[config.mk]
export PLATFORM = sky130hd
export DESIGN_NAME = iidp_ctrl
export DESIGN_NICKNAME = d
export VERILOG_FILES = /design/src/rtl/iidp_pkg.sv /design/src/rtl/iidp_prio.sv /design/src/rtl/iidp_flags.sv /design/src/rtl/iidp_ctrl.sv
export SDC_FILE = /design/constraint.sdc
export NUM_CORES = 1
export LEC_CHECK = 0
export CORE_MARGIN = 2
export CORE_UTILIZATION = 36
export CTS_BUF_LIST = sky130_fd_sc_hd__clkbuf_8
export DETAILED_ROUTE_END_ITERATION = 10
export PLACE_DENSITY = 0.88
export SETUP_SLACK_MARGIN = 0.3
export SLEW_MARGIN = 10
export SYNTH_ARGS = -nofsm -noshare
export SYNTH_HDL_FRONTEND = slang
export SYNTH_SLANG_ARGS = --single-unit
[constraint.sdc]
create_clock -name clk -period 2.5 [get_ports clk]
set_input_delay 0.75 -clock clk [delete_from_list [all_inputs] [get_ports clk]]
set_output_delay 0.75 -clock clk [all_outputs]
set_load 0.01 [all_outputs]
[src/rtl/iidp_pkg.sv]
package iidp_pkg;

  typedef enum logic [3:0] {
    ID_MODEM = 4'h0,
    ID_NONE  = 4'h1,
    ID_TXE   = 4'h2,
    ID_RXD   = 4'h4,
    ID_LINE  = 4'h6,
    ID_TMO   = 4'hC
  } iid_code_e;

  localparam int NSRC = 5;

  // index 0 is the highest priority
  localparam iid_code_e SRC_CODE [NSRC] = '{ID_LINE, ID_TMO, ID_RXD, ID_TXE, ID_MODEM};

  localparam int SRC_LINE  = 0;
  localparam int SRC_TMO   = 1;
  localparam int SRC_RXD   = 2;
  localparam int SRC_TXE   = 3;
  localparam int SRC_MODEM = 4;

endpackage

[src/rtl/iidp_prio.sv]
module iidp_prio
  import iidp_pkg::*;
#(
  parameter int N = NSRC
) (
  input  logic [N-1:0] req,
  output iid_code_e    code
);

  always_comb begin
    code = ID_NONE;
    for (int i = N - 1; i >= 0; i--) begin
      if (req[i]) code = SRC_CODE[i];
    end
  end

endmodule

[src/rtl/iidp_flags.sv]
module iidp_flags (
  input  logic clk,
  input  logic rst_n,
  input  logic ier_wr,
  input  logic thr_wr,
  input  logic thr_empty,
  input  logic txe_read,
  input  logic lsr_rd,
  input  logic ovr_set,
  input  logic brk_set,
  output logic txe_pend,
  output logic ovr_q,
  output logic brk_q
);

  logic thr_empty_q;
  logic txe_arm;
  logic txe_clr;

  assign txe_arm = (thr_empty & ~thr_empty_q) | (ier_wr & thr_empty);
  assign txe_clr = thr_wr | txe_read;

  always_ff @(posedge clk or negedge rst_n) begin
    if (!rst_n) begin
      thr_empty_q <= 1'b1;
      txe_pend    <= 1'b0;
      ovr_q       <= 1'b0;
      brk_q       <= 1'b0;
    end else begin
      thr_empty_q <= thr_empty;
      if (txe_arm)      txe_pend <= 1'b1;
      else if (txe_clr) txe_pend <= 1'b0;
      if (ovr_set)      ovr_q <= 1'b1;
      else if (lsr_rd)  ovr_q <= 1'b0;
      if (brk_set)      brk_q <= 1'b1;
      else if (lsr_rd)  brk_q <= 1'b0;
    end
  end

endmodule

[src/rtl/iidp_ctrl.sv]
module iidp_ctrl
  import iidp_pkg::*;
#(
  parameter int CNT_W = 5
) (
  input  logic             clk,
  input  logic             rst_n,
  input  logic             ier_wr,
  input  logic [7:0]       ier_wdata,
  output logic [3:0]       ier_o,
  input  logic             thr_wr,
  input  logic             thr_empty,
  input  logic             id_rd,
  output logic [7:0]       id_rdata,
  input  logic             lsr_rd,
  input  logic             ovr_set,
  input  logic             brk_set,
  input  logic             par_err,
  input  logic             frm_err,
  output logic [3:0]       line_err,
  input  logic             data_ready,
  input  logic             fifo_en,
  input  logic [CNT_W-1:0] rx_count,
  input  logic [CNT_W-1:0] rx_trig,
  input  logic             tmo_pend,
  input  logic [3:0]       modem_delta,
  output logic             irq
);

  localparam int EN_W = 4;

  logic [EN_W-1:0] en_q;
  logic            txe_pend, ovr_q, brk_q;
  logic [NSRC-1:0] req;
  iid_code_e       code;
  logic            unused_hi;

  assign unused_hi = ^ier_wdata[7:EN_W];

  always_ff @(posedge clk or negedge rst_n) begin
    if (!rst_n)      en_q <= '0;
    else if (ier_wr) en_q <= ier_wdata[EN_W-1:0];
  end

  iidp_flags u_flags (
    .clk      (clk),
    .rst_n    (rst_n),
    .ier_wr   (ier_wr),
    .thr_wr   (thr_wr),
    .thr_empty(thr_empty),
    .txe_read (id_rd && (code == ID_TXE)),
    .lsr_rd   (lsr_rd),
    .ovr_set  (ovr_set),
    .brk_set  (brk_set),
    .txe_pend (txe_pend),
    .ovr_q    (ovr_q),
    .brk_q    (brk_q)
  );

  assign line_err = {brk_q, frm_err, par_err, ovr_q};

  always_comb begin
    req            = '0;
    req[SRC_LINE]  = en_q[2] & (|line_err);
    req[SRC_TMO]   = en_q[0] & tmo_pend;
    req[SRC_RXD]   = en_q[0] & data_ready & (~fifo_en | (rx_count >= rx_trig));
    req[SRC_TXE]   = en_q[1] & txe_pend;
    req[SRC_MODEM] = en_q[3] & (|modem_delta);
  end

  iidp_prio #(.N(NSRC)) u_prio (
    .req (req),
    .code(code)
  );

  assign irq   = (code != ID_NONE);
  assign ier_o = en_q;

  always_ff @(posedge clk or negedge rst_n) begin
    if (!rst_n)     id_rdata <= 8'h01;
    else if (id_rd) id_rdata <= {{2{fifo_en}}, 2'b00, code};
  end

endmodule

==> results.yml, run 1 <==
timing:
  finalMaxSlewViolations: 0
  period_share: 1.01
  tightest_slew_ns: 0.583
  slew_headroom: 0.610
  rsz0062_at_grt: "yes"
  hold_viol: 0
  skew_ns: 0.00408
  fin_crit_ns: 2.53
  setup_ws_ns: -0.0337
  hold_ws_ns: 0.538
  setup_viol: 1
  fmax_ghz: 0.395
  tns_ns: -0.0337
worst_setup_path:
  startpoint_type: "primary input"
  slowest_delay_ns: 0.40
  critPathCaptureType: "primary output"
  cp.required_ns: 1.75
  crit_fanout: 2
  cp_slowest_cell: "clkdlybuf4s50_1"
  critical_path.top_delay_family: "buffers and inverters"
  critPathBufInv: 2
  crit_type: "primary input to primary output"
  cp.arrival_ns: 1.78
  crit_chain: "clkdlybuf4s50_1 -> and2_4 -> a211oi_4 -> nand2_1 -> buf_6"
route:
  wire_per_inst_um: 14.1
  drtIter0Drc: 11
  ant_nets: 0
  viasPerCell: 4.92
  firstDrtPassIters: 4
  wl_met1_um: 792
  finalWirelength_um: 2110
  drc: 0
  top_layer: "met4"
  wl_met2_um: 1170
  wl_met3_um: 98
  vias: 738
grt:
  first_global_vias: 795
  antenna_found_initial: 0
  grt_overflow: 0
  grt_start_max_net_pins: 14
  grt_pass1_wl_um: 3420
  track_usage: 0.181
pwr:
  p_leak_nw: 0.632
  p_per_area_nw_per_um2: 466
  p_total_mw: 0.647
  ir_drop_mv: 0.432
placement:
  placed_cell_area_um2: 1290
  place_congestion: 0.734
  placedCellCount: 144
  place_ws_ns: -0.921
  io_buffers: 46
  dp_hpwl_um: 1630
worst_hold_path:
  hold_class: "flop to flop"
layout:
  fin_cells: 150
  synthToLayoutAreaGrowth_pct: 80.1
  fill_cells: 146
  nets: 165
  final_area_um2: 1390
  drive_above_1_share: 0.398
  antenna_cells: 0
  post-route-util: 0.694
yosys:
  yosysMostFrequentCell: "dfrtp_1"
  avgSynthCellArea_um2: 10.6
  synthArstFlopShare: 1.00
  ys_types: 29
  synth_area_um2: 772
  syn_inst: 73
  synth_area_leaders: "dfrtp_1 (36%), ha_1 (8.1%), buf_4 (7.8%)"
  synth_edf_count: 0
  synthFlopType: "dfrtp_1"
  yosysTopAreaCell: "dfrtp_1"
  synth_top_area_frac: 0.357
  synth.top_cells.by_count: "dfrtp_1 (11), inv_1 (10), buf_4 (8)"
  ys_warn_count: 0
  ys_seq_area_frac: 0.425
  ys_ff_latch: 13
outcome:
  outcome: "finished with violations"
  violations: "setup timing"
cts:
  clockRootBuffer: "clkbuf_8"
  clk_pin_slew_worst_paths_ns: 0.05
  clock-sinks: 13
  cts_buffers: 3
  cts_hold_buf: 0
  cts_tree: "done"
  h-tree-depth: 1
  cts_buffer_depth: 2
  clk_latency_ns: 0.24
die:
  rows: 16
  boundaryPins: 53
  core-area_um2: 2000
  die_height_um: 50.3
  die_x_um: 50.3
  design.die.area_um2: 2530
  start_util: 0.386
job:
  maxCapViolations: 0
-- layout make-up --
cell class / count / area, um2 / share of cell area
Sequential cell: 13 / 328 / 0.236
Timing Repair Buffer: 53 / 494 / 0.356
Clock inverter: 1 / 3.75 / 0.00270
Inverter: 10 / 52.6 / 0.0378
Tap cell: 27 / 33.8 / 0.0243
Multi-Input combinational cell: 43 / 437 / 0.314
Clock buffer: 3 / 41.3 / 0.0297
-- final timing paths --
check | start | end | slack (ns) | depth (start not counted)
worst max-delay path | tmo_pend | irq | -0.03 | 5
worst min-delay path | id_rdata[3]$_DFFE_PN0P_ | id_rdata[3]$_DFFE_PN0P_ | 0.54 | 2
worst max register to register | u_flags.brk_q$_DFFE_PN0P_ | id_rdata[1]$_DFFE_PN0P_ | 1.05 | 5
worst min register to register | id_rdata[3]$_DFFE_PN0P_ | id_rdata[3]$_DFFE_PN0P_ | 0.54 | 2
max in group asynchronous | rst_n | id_rdata[6]$_DFFE_PN0P_ | 1.23 | 1
min in group asynchronous | rst_n | u_flags.brk_q$_DFFE_PN0P_ | 0.88 | 1
-- cells by family (layout without fill, tap and decap cells) --
| group | count (synthesis) | after routing | share of synthesized area |
|---|---|---|---|
| AOI/OAI and AO/OA | 16 | 16 | 0.186 |
| muxes | 5 | 5 | 0.0729 |
| other | 1 | 2 | 0.00486 |
| and+or+nand+nor | 15 | 15 | 0.104 |
| buffers and inverters | 18 | 67 | 0.126 |
| adders and majority gates | 5 | 5 | 0.0810 |
| DFF | 13 | 13 | 0.425 |
-- worst min-delay path: cells and delay by family (launching register included) --
kind            cells  cell delay, ns
flops               1            0.38
buf+inv             1            0.06
compound gates      1            0.06
-- report_power, final --
group / internal [mW] / total [mW] / leakage (nW) / switching, mW
Clock: 0.108 / 0.179 / 0.0269 / 0.0704
Sequential: 0.233 / 0.253 / 0.147 / 0.0194
Combinational: 0.131 / 0.216 / 0.458 / 0.0843
-- state kept, by name, indices dropped and copies added (netlist names) --
| name | count |
|---|---|
| u_flags.txe_pend | 1 |
| u_flags.brk_q | 1 |
| id_rdata | 5 |
| ier_o | 4 |
| u_flags.ovr_q | 1 |
| u_flags.thr_empty_q | 1 |
-- cell usage in the layout, fill, tap and decap left out, types with 2 or more instances in the layout --
cell type        synthesis  final
buf_6                    0      5
o21ai_0                  2      2
a31oi_1                  2      2
ha_4                     0      5
dfstp_2                  2      2
and3_1                   2      2
a21o_1                   2      2
dlygate4sd2_1            0      6
inv_2                    0      4
clkdlybuf4s15_1          0      3
inv_1                   10      5
nor2_1                   2      2
nand2_1                  4      4
conb_1                   1      2
clkdlybuf4s50_1          0     25
buf_4                    8      7
buf_2                    0      5
clkbuf_8                 0      3
a21oi_2                  1      2
dfrtp_1                 11     11
mux2_2                   5      5
-- routing by layer --
metal / GRT usage / up-vias
met5: 0 / -
met2: 0.342 / 27
met4: 0.0721 / 0
li1: - / 343
met3: 0.0595 / 6
met1: 0.180 / 362
-- repair_timing --
| item | 4_1_cts | 5_1_grt |
|---|---|---|
| resized for setup | 66 | 8 |
| endpoints found under the setup margin | 7 | 1 |
| pin swaps | 14 | 8 |
| buffers inserted | 2 | 0 |
Power figures use the tool's default switching activity.
==> inputs of run 2 (changes only) <==
- CTS_CLUSTER_DIAMETER: not set -> 40
==> results of run 2 <==
The final DEF is identical to that of run 1; final timing and power are the same.
